--- src/rtl/l2hash_pkg.sv ---
package l2hash_pkg;
  localparam int KEY_W   = 64;
  localparam int SLICE_W = 6;
  localparam int HASH_W  = 2 * SLICE_W;
  localparam int SLOT_W  = 2;
  localparam int ROW_W   = HASH_W + SLOT_W;

  // strobes from control to datapath
  typedef struct packed {
    logic loadEn;
  } hashCtrl_t;
endpackage

--- src/rtl/l2hash_fold.sv ---
module l2hash_fold
  import l2hash_pkg::*;
#(
  parameter int KW = KEY_W,
  parameter int SW = SLICE_W
) (
  input  logic [KW-1:0]   key,
  input  logic            modeSel,
  output logic [2*SW-1:0] hashComb
);
  localparam int NUM_SLICE = (KW + SW - 1) / SW;
  localparam int PAD_W     = NUM_SLICE * SW;
  localparam int NUM_PAIR  = NUM_SLICE / 2;
  localparam int HW        = 2 * SW;

  logic [PAD_W-1:0] keyPad;
  logic [SW-1:0]    slice [NUM_SLICE];
  logic [HW-1:0]    pairVal [NUM_PAIR];
  logic [SW-1:0]    upperFold;
  logic [SW-1:0]    lowerFold;
  logic [HW-1:0]    chunkFold;

  assign keyPad = {{(PAD_W - KW){1'b0}}, key};

  for (genvar s = 0; s < NUM_SLICE; s++) begin : g_slice
    assign slice[s] = keyPad[s*SW +: SW];
  end

  // 12-bit chunks; the topmost full chunk has its halves swapped
  for (genvar p = 0; p < NUM_PAIR; p++) begin : g_pair
    if (p == NUM_PAIR - 1) begin : g_swap
      assign pairVal[p] = {slice[2*p], slice[2*p+1]};
    end else begin : g_plain
      assign pairVal[p] = {slice[2*p+1], slice[2*p]};
    end
  end

  // interleaved groups: slices with index mod 4 in {1,2} go to the upper half
  always_comb begin
    upperFold = '0;
    lowerFold = '0;
    for (int s = 0; s < NUM_SLICE; s++) begin
      if ((s % 4 == 1) || (s % 4 == 2)) upperFold = upperFold ^ slice[s];
      else                              lowerFold = lowerFold ^ slice[s];
    end
  end

  always_comb begin
    chunkFold = '0;
    for (int p = 0; p < NUM_PAIR; p++) chunkFold = chunkFold ^ pairVal[p];
    if (NUM_SLICE % 2 == 1)
      chunkFold = chunkFold ^ {{SW{1'b0}}, slice[NUM_SLICE-1]};
  end

  assign hashComb = modeSel ? {upperFold, lowerFold} : chunkFold;
endmodule

--- src/rtl/l2hash_ctrl.sv ---
module l2hash_ctrl
  import l2hash_pkg::*;
(
  input  logic      clk,
  input  logic      rstN,
  input  logic      keyValid,
  output hashCtrl_t ctrl,
  output logic      outValid
);
  logic validQ;

  always_comb ctrl.loadEn = keyValid;

  always_ff @(posedge clk or negedge rstN) begin
    if (!rstN) validQ <= 1'b0;
    else       validQ <= keyValid;
  end

  assign outValid = validQ;
endmodule

--- src/rtl/l2hash_datapath.sv ---
module l2hash_datapath
  import l2hash_pkg::*;
(
  input  logic              clk,
  input  logic              rstN,
  input  hashCtrl_t         ctrl,
  input  logic [KEY_W-1:0]  key,
  input  logic              modeSel,
  input  logic [SLOT_W-1:0] slot,
  output logic [HASH_W-1:0] hash,
  output logic [ROW_W-1:0]  rowIndex
);
  logic [HASH_W-1:0] hashComb;
  logic [HASH_W-1:0] hashQ;
  logic [SLOT_W-1:0] slotQ;

  l2hash_fold #(.KW(KEY_W), .SW(SLICE_W)) u_fold (
    .key      (key),
    .modeSel  (modeSel),
    .hashComb (hashComb)
  );

  always_ff @(posedge clk or negedge rstN) begin
    if (!rstN) begin
      hashQ <= '0;
      slotQ <= '0;
    end else if (ctrl.loadEn) begin
      hashQ <= hashComb;
      slotQ <= slot;
    end
  end

  assign hash     = hashQ;
  assign rowIndex = {hashQ, slotQ};
endmodule

--- src/rtl/l2dual_hash.sv ---
module l2dual_hash
  import l2hash_pkg::*;
(
  input  logic              clk,
  input  logic              rstN,
  input  logic              keyValid,
  input  logic [KEY_W-1:0]  key,
  input  logic              modeSel,
  input  logic [SLOT_W-1:0] slot,
  output logic [HASH_W-1:0] hash,
  output logic [ROW_W-1:0]  rowIndex,
  output logic              outValid
);
  hashCtrl_t ctrl;

  l2hash_ctrl u_ctrl (
    .clk      (clk),
    .rstN     (rstN),
    .keyValid (keyValid),
    .ctrl     (ctrl),
    .outValid (outValid)
  );

  l2hash_datapath u_dp (
    .clk      (clk),
    .rstN     (rstN),
    .ctrl     (ctrl),
    .key      (key),
    .modeSel  (modeSel),
    .slot     (slot),
    .hash     (hash),
    .rowIndex (rowIndex)
  );
endmodule

--- config.mk ---
export PLATFORM = sky130hd
export DESIGN_NAME = l2dual_hash
export DESIGN_NICKNAME = d
export VERILOG_FILES = /design/src/rtl/l2hash_pkg.sv /design/src/rtl/l2hash_fold.sv /design/src/rtl/l2hash_ctrl.sv /design/src/rtl/l2hash_datapath.sv /design/src/rtl/l2dual_hash.sv
export SDC_FILE = /design/constraint.sdc
export NUM_CORES = 1
export LEC_CHECK = 0
export CAP_MARGIN = 40
export CORE_AREA = 2 2 53 55
export DETAILED_ROUTE_END_ITERATION = 8
export DIE_AREA = 0 0 55 57
export DONT_BUFFER_PORTS = 1
export PLACE_DENSITY_LB_ADDON = 0.05
export SYNTH_ARGS = -nofsm -noshare
export SYNTH_HDL_FRONTEND = slang
export SYNTH_SLANG_ARGS = --single-unit
export TNS_END_PERCENT = 1
--- constraint.sdc ---
create_clock -name clk -period 2.8 [get_ports clk]
set_clock_uncertainty 0.2 [all_clocks]
set_input_delay 0.14 -clock clk [delete_from_list [all_inputs] [get_ports clk]]
set_output_delay 0.14 -clock clk [all_outputs]
set_load 0.01 [all_outputs]
* Yosys cells after proc, flatten, opt, wreduce, memory -nomap -nowiden *
Cells that the tools add are included.

operators by class
  bitwise logic cells = 14
  mux-type cells = 1

operators with widths
  operator                                number
  12-bit XOR                              4
  6-bit XOR                               8
  12-bit 2-to-1 mux                       1
  12-bit by 4-bit XOR with 12-bit output  1
  6-bit by 4-bit XOR with 6-bit output    1

word-level totals
  flip-flop bits (word level) = 15
  logic and storage cells = 18

* Depth between registers and ports, before layout *
Gate-level depths: netlist of the first run.

  word-level depth = 6
  depth in mapped cells = 5

* By module *
From an unflattened synthesis of the first run, not the netlist that was laid out.

unflattened totals
  cells, all modules = 108
  area total of the unflattened synthesis = 1224.9 µm²

modules (own cells, without submodules)
  module           cells each  times used  area each (µm²)  sequential area each (µm²)
  l2hash_datapath  41          1           609.3            350.3
  l2hash_fold      65          1           583.1            0.0
  l2hash_ctrl      2           1           32.5             25.0

* Worst setup path after synthesis of the first run *
Ideal clock, no wire load.

  path kind = input-to-reg
  start = in key[51]
  end = reg u_dp.hashQ[3], in the netlist u_dp.hash[3]
  path buffers = 0
  stages = 4
  arrival time = 966 ps
  slack = 1552 ps
  data required time = 2518 ps
  cells stage by stage = xnor3_2 -> nor2_1 -> a211o_1 -> a31oi_1

on the way
  longest elaborated chain between the ends = 2

ends and longest elaborated chain
  element               RTL line               text
  from (decl)           l2dual_hash.sv:7       input logic [KEY_W-1:0] key,
  6-bit XOR             l2hash_fold.sv:44      else lowerFold = lowerFold ^ slice[s];
  12-bit 2-to-1 mux     l2hash_fold.sv:55      assign hashComb = modeSel ? {upperFold, lowerFold} : chunkFold;
  to (signal assigned)  l2hash_datapath.sv:28  hashQ <= hashComb;
  to (decl)             l2hash_datapath.sv:14  logic [HASH_W-1:0] hashQ;

No other way between the ends.
A chain may end at the register's enable or synchronous reset.

* Worst setup path after layout of the first run *
  start = in key[30]
  end = reg u_dp.hashQ[6], in the netlist u_dp.hash[6]

on the way
  longest elaborated chain between the ends = 5

ends and longest elaborated chain
  element                                                                                                RTL line
  12-bit XOR / 6-bit XOR (equally long branches) (3 in a row)                                            l2hash_fold.sv:50, l2hash_fold.sv:43
  12-bit by 4-bit XOR with 12-bit output / 6-bit by 4-bit XOR with 6-bit output (equally long branches)  l2hash_fold.sv:52, l2hash_fold.sv:43
  12-bit 2-to-1 mux (*)                                                                                  l2hash_fold.sv:55

Every way passes the cells marked *; elsewhere a longest branch is shown, timed or not.

==> run metrics, run 1 <==
Max Root-Sink Buffers=2; Clock transition at path regs=0.10 ns; # clock sinks=15; crit start category=primary input; R2R Path Start=u_dp.hash[7]; largest net degree at the start of global routing=21; Avg WL per Cell=15.0 um; Resize count post-CTS=0; Critical Path, Cell by Cell=dlygate4sd3_1 -> xnor2_1 -> dlygate4sd3_1 -> nor2_1 -> a2bb2oi_1 -> dlygate4sd3_1 -> nand3_1; internal power=0.000476 W; Top delay family on crit path=buffers and inverters; Sw Share=0.357; FP Rows=19; RSZ-0062 raised after global routing=false; WP data arrival=between 2 and 2.5 ns; syn nets=212; CP max stage delay=0.60 ns; Die Span Y=57 um; final hold violations=0; CTS buffer count=3; Gate Count Post-Synth=about 140; slowest library cell on the worst path=dlygate4sd3_1; diodes inserted=0; share of the clock period used by the worst path=0.824; top cell type's share of synthesized area=0.278; Final TNS setup=0 ns; CTS tree=built; relative slew slack=0.531; initial antenna violation count=0; Starting Density=0.516; #FFs+latches synth=15; Detail Placement HPWL=1890 um; H-tree depth=1; Pre-antenna DRT Iters=4; Worst Tran Pin Value=0.701 ns; port buffer count=0; static leakage=0.701 nW; type of the worst min-delay path=primary input to flip-flop; vias in the first global route=1013; # setup viols final=0; Final Net Count=233; sequential cell fraction of total power=0.455; core area=2620 um2; Peak VDD IR=0.280 mV; number of slew-limit violations in the final report=0; syn avg cell area=around 9.5 um2; top-level port count=97; synthesized area=between 1000 and 1500 um2; Yosys warning total=0; fin crit period=2.31 ns; R2R cell count=3; r2r setup slk=approximately 1.3 ns; final wirelength=2890 um; Worst setup EP type=flip-flop; Power Dens Cells=454 nW/um2; ratio of cells with drive above 1 in the final layout=0.0617; Die W=between 50 and 60 um; Cells after DPL=156; required time of the critical path=2.78 ns; crit-path max FO=2; Via Count=1075; critical setup path kind=primary input to flip-flop; first-pass GRT wire length=about 4400 um; CP most frequent cell=dlygate4sd3_1; Skew-Pair Late Insertion Delay=0.28 ns; register area share after synthesis=0.278; vias per inst=5.57; buffers and inverters on the worst path=3; Clock Power Share=0.174; worst r2r dst=u_dp.hash[7]; Gate power share=0.370; DRT iter0 DRCs=24; Root Buffer=clkbuf_4; Area Overhead vs Synth=21.0%; Sw Pwr=0.000265 W; GRT Util Overall=0.194; critical path depth=7; fin cells=193; cell taking the most area after synthesis=dfrtp_1; outcome=finished clean; post-synth cell types=23; die area=3140 um2; drt drc=0; Final ANT Viol Nets=0; Max Fclk=~430 MHz; capture point of the critical path=u_dp.hash[6]; GPL Wtd Cong=0.726; grt total ovfl=0; Max Cap Viol=0; top cells by area, synth=dfrtp_1, xnor2_1, xor2_1; Worst Setup SP=key[30]
-- power groups by stage --
stage | logic [W] | clock network [W] | registers (W)
after floorplan | 0.000258 | 0 | 0.000310
after global placement | 0.000195 | 0 | 0.000342
after detailed placement | 0.000201 | 0 | 0.000343
after CTS | 0.000271 | 0.000134 | 0.000339
after global routing | 0.000305 | 0.000140 | 0.000348
final | 0.000275 | 0.000129 | 0.000338
-- registers in the layout, indices dropped and copies added (netlist names) --
register and flops:
u_dp.hash 12, u_dp.slotQ 2, u_ctrl.outValid 1
-- layer usage --
metal / global-route usage / vias up / share of wire
li1: - / 515 / -
met1: 0.236 / 508 / 0.38
met2: 0.335 / 50 / 0.53
met3: 0.0288 / 2 / 0.078
met4: 0.0732 / 0 / 0.0062
met5: 0 / - / 0
-- worst min path at each step --
| stage | from | to | slack [ns] | cells past startpoint |
|---|---|---|---|---|
| after floorplan | rstN | u_ctrl.outValid | -0.36 | 0 |
| final | key[32] | u_dp.hash[8] | 0.03 | 4 |
| after global placement | rstN | u_dp.hash[9] | -0.36 | 0 |
| after detailed placement | rstN | u_dp.hash[9] | -0.36 | 0 |
| after global routing | key[32] | u_dp.hash[8] | 0.07 | 4 |
| after CTS | key[6] | u_dp.hash[6] | 0.002 | 4 |
-- what timing repair did --
item,CTS,global route
endpoints found under the hold margin,30,0
setup buffers,0,0
hold buffers,33,0
-- Yosys cell counts --
library cell  number
inv_1              1
a31oi_1            8
buf_2              2
nand2_1           12
and2_1             1
mux2_2             2
a2bb2oi_1          4
mux2i_1            4
dfrtp_1           15
clkbuf_1           3
inv_2              1
o211ai_1           4
a211o_1            4
buf_4             12
xnor3_2            4
xnor2_1           20
xor2_1            12
nand3_1            4
nor2_1            16
nand2b_1           1
nor3_1             4
xnor3_1            4
a21oi_1            4
-- stage by stage --
stage               power [W]  worst slack, ns  hold WS (ns)   util  instance area [um2]
finish               0.000741            0.492        0.0271  0.625                 1630
CTS                  0.000744            0.537       0.00248  0.625                 1630
floorplan            0.000569             1.55        -0.356      -                 1350
detailed placement   0.000544             1.49        -0.355  0.489                 1280
global route         0.000792            0.380        0.0673  0.625                 1630
global placement     0.000537             1.52        -0.355  0.489                 1280
-- worst register-to-register path, stage by stage (launching register included) --
cell,delay [ns]
dfrtp_1,0.47
nand2_1,0.11
nand3_1,0.07
dlygate4sd3_1,0.55
-- final cells by class --
cell class | instances | area (um2)
clock buffers | 4 | 26.3
fillers | 228 | 981
inverters | 2 | 7.51
multi-input cells | 108 | 856
flip-flops and latches | 15 | 375
well taps | 31 | 38.8
repair buffers | 33 | 330
-- layout by cell type (no fill, tap or decap), types with 8 or more instances in the layout --
master / synthesis / layout
a31oi_1: 8 / 8
xnor2_1: 20 / 20
dlygate4sd3_1: 0 / 33
nand2_1: 12 / 12
dfrtp_1: 15 / 15
nor2_1: 16 / 16
xor2_1: 12 / 12
-- kinds of logic (layout without fill, tap and decap cells) --
kind of cell,after synthesis,after routing,share of synthesized area
AOI/OAI and AO/OA,24,24,0.126
DFF,15,15,0.278
xor gates and xnor gates,40,40,0.345
buffers and inverters,19,39,0.0880
muxes,6,6,0.0463
and+or+nand+nor,38,38,0.117
No activity file was read; power rests on OpenSTA's default activity.
==> run 2: changes to the inputs <==
==> constraint.sdc (replaced) <==
create_clock -name clk -period 2.2 [get_ports clk]
set_clock_uncertainty 0.2 [all_clocks]
set_input_delay 0.11 -clock clk [delete_from_list [all_inputs] [get_ports clk]]
set_output_delay 0.11 -clock clk [all_outputs]
set_load 0.01 [all_outputs]
==> run metrics, run 2 (synthesis gave the netlist of run 1 again) <==
outcome=finished clean; area taken by multi-input logic gates=856 um2 (unchanged); port buffer count=0 (unchanged); Clock Power Share=0.171 (-0.003); Final ANT Viol Nets=0 (unchanged); fill cell total of the finished layout=231 (+1.3%); Final Net Count=238 (+2.1%); ratio of cells with drive above 1 in the final layout=0.0599 (-0.00185); Worst Setup SP=modeSel; vias in the first global route=1074 (+6.0%); diodes inserted=0 (unchanged); crit start category=primary input; R2R Path Start=u_dp.hash[3]; initial antenna violation count=0 (unchanged); vias per inst=5.51 (-1.2%); CTS tree=built; Max Fclk=490 MHz; Hold Path Stages=3 (-1); Sw Share=0.358 (+0.000776); type of the worst min-delay path=primary input to flip-flop; CTS buffer count=3 (unchanged); met3 WL=239 um (+5.8%); Worst Tran Pin Value=0.703 ns (+0.00182 ns); # clock sinks=15 (unchanged); grt total ovfl=0 (unchanged); commonest cells after routing, fill and taps aside=dlygate4sd3_1, xnor2_1, nor2_1; Sw Pwr=0.000341 W (+29%); fin crit period=2.04 ns; Clock transition at path regs=0.10 ns (about the same); Max Cap Viol=0 (unchanged); capture point of the critical path=u_dp.hash[11]; Peak VDD IR=0.358 mV (+28%); R2R cell count=2 (-1); critical setup path kind=primary input to flip-flop; final core utilization=0.644 (+0.0191); largest net degree at the start of global routing=21 (unchanged); GRT Util Overall=0.212 (+0.0184); Via Count=1090 (+1.4%); Die W=55 um (unchanged); share of the clock period used by the worst path=0.927; # setup viols final=0 (unchanged); final hold violations=0 (unchanged); core area=2620 um2 (unchanged); Worst setup EP type=flip-flop; sequential cell fraction of total power=0.452 (-0.003); Die Span Y=57 um (unchanged); H-tree depth=1 (unchanged); r2r setup slk=1.20 ns (-0.10 ns); most common cell after layout, fill and taps aside=dlygate4sd3_1; slowest library cell on the worst path=dlygate4sd3_1; number of slew-limit violations in the final report=0 (unchanged); worst r2r dst=u_dp.hash[3]; Avg WL per Cell=15.7 um (+4.4%); Area Overhead vs Synth=24.7%; DRT iter0 DRCs=28 (+17%); max FFs per register=12 (unchanged); Skew-Pair Late Insertion Delay=0.28 ns (about the same); Post-Route M1 WL=1170 um (+5.3%); Detail Placement HPWL=1890 um (unchanged); die area=3140 um2 (unchanged); static leakage=0.729 nW (+4.1%); Power Dens Cells=565 nW/um2 (+24%); CP max stage delay=0.83 ns (+0.23 ns); FF+latch area=375 um2 (unchanged); required time of the critical path=2.14 ns (-0.64 ns); Root Buffer=clkbuf_4; top-level port count=97 (unchanged); drt drc=0 (unchanged); Gate power share=0.377 (+0.007); first-pass GRT wire length=4810 um (+8.2%); Final TNS setup=0 ns (unchanged); internal power=0.000610 W (+28%); Starting Density=0.516 (unchanged); routed length on met2=1670 um (+8.6%); Top Layer Used=met4; FP Rows=19 (unchanged); RSZ-0062 raised after global routing=false; relative slew slack=0.530 (-0.00122); Pre-antenna DRT Iters=4 (unchanged); crit-path max FO=10 (+8); final wirelength=3100 um (+7.1%); WP data arrival=1.98 ns (-0.31 ns); CP most frequent cell=dlygate4sd3_1; Critical Path, Cell by Cell=dlygate4sd3_1 -> mux2i_1 -> xnor2_1 -> dlygate4sd3_1 -> a21oi_1; post-CTS setup buffer count=0 (unchanged); Max Root-Sink Buffers=2 (unchanged); GPL Wtd Cong=0.726 (about the same)
-- run 2: changes by cell type in the layout (fill, tap and decap cells not counted) --
cell           delta
dlygate4sd3_1     +5
-- run 2: timing repair --
item / in CTS / in global routing
hold buffers: 38 / 0
endpoints found under the hold margin: 30 / 0
gates resized for setup: 0 / 0
-- run 2: area by class of cell --
cell class                 instances  area share
clock buffer                       4      0.0156
inverter                           2     0.00446
multi-input combinational        108       0.508
sequential                        15       0.223
tap                               31      0.0230
timing repair buffer              38       0.226
-- run 2: worst max-delay path, delay by kind of cell --
kind                      cells  cell delay, ns
AOI/OAI and AO/OA             1            0.06
muxes                         1            0.29
buffers and inverters         2            1.39
xor gates and xnor gates      1            0.14
-- run 2: worst min-delay path by stage --
stage                  from               to  slack, ns
finish              key[18]     u_dp.hash[6]       0.01
global route        key[20]     u_dp.hash[8]       0.02
CTS                 key[18]     u_dp.hash[6]      0.002
detailed placement     rstN     u_dp.hash[9]      -0.39
global placement       rstN     u_dp.hash[9]      -0.39
floorplan              rstN  u_ctrl.outValid      -0.39
-- run 2: power groups by stage --
stage	clock network [W]	registers, W	logic (W)
after floorplan	0	0.000395	0.000329
after global placement	0	0.000435	0.000248
after detailed placement	0	0.000437	0.000256
after CTS	0.000170	0.000431	0.000352
after global routing	0.000178	0.000443	0.000398
final	0.000163	0.000430	0.000359
-- run 2: through the flow --
stage                     cells  setup slack [ns]  hold WS, ns  power [W]  area (um2)
after floorplan             142             0.982       -0.386   0.000724        1350
after global placement      156             0.946       -0.385   0.000683        1280
after detailed placement    156             0.921       -0.385   0.000693        1280
after CTS                   198             0.202      0.00188   0.000954        1680
after global routing        198            0.0838       0.0227    0.00102        1680
final                       198             0.160       0.0124   0.000951        1680
-- run 2: per-layer routing --
metal  vias up  global-route usage
met3         2              0.0209
met2        62               0.386
met1       499               0.249
li1        527                   -
met4         0              0.0732
met5         -                   0
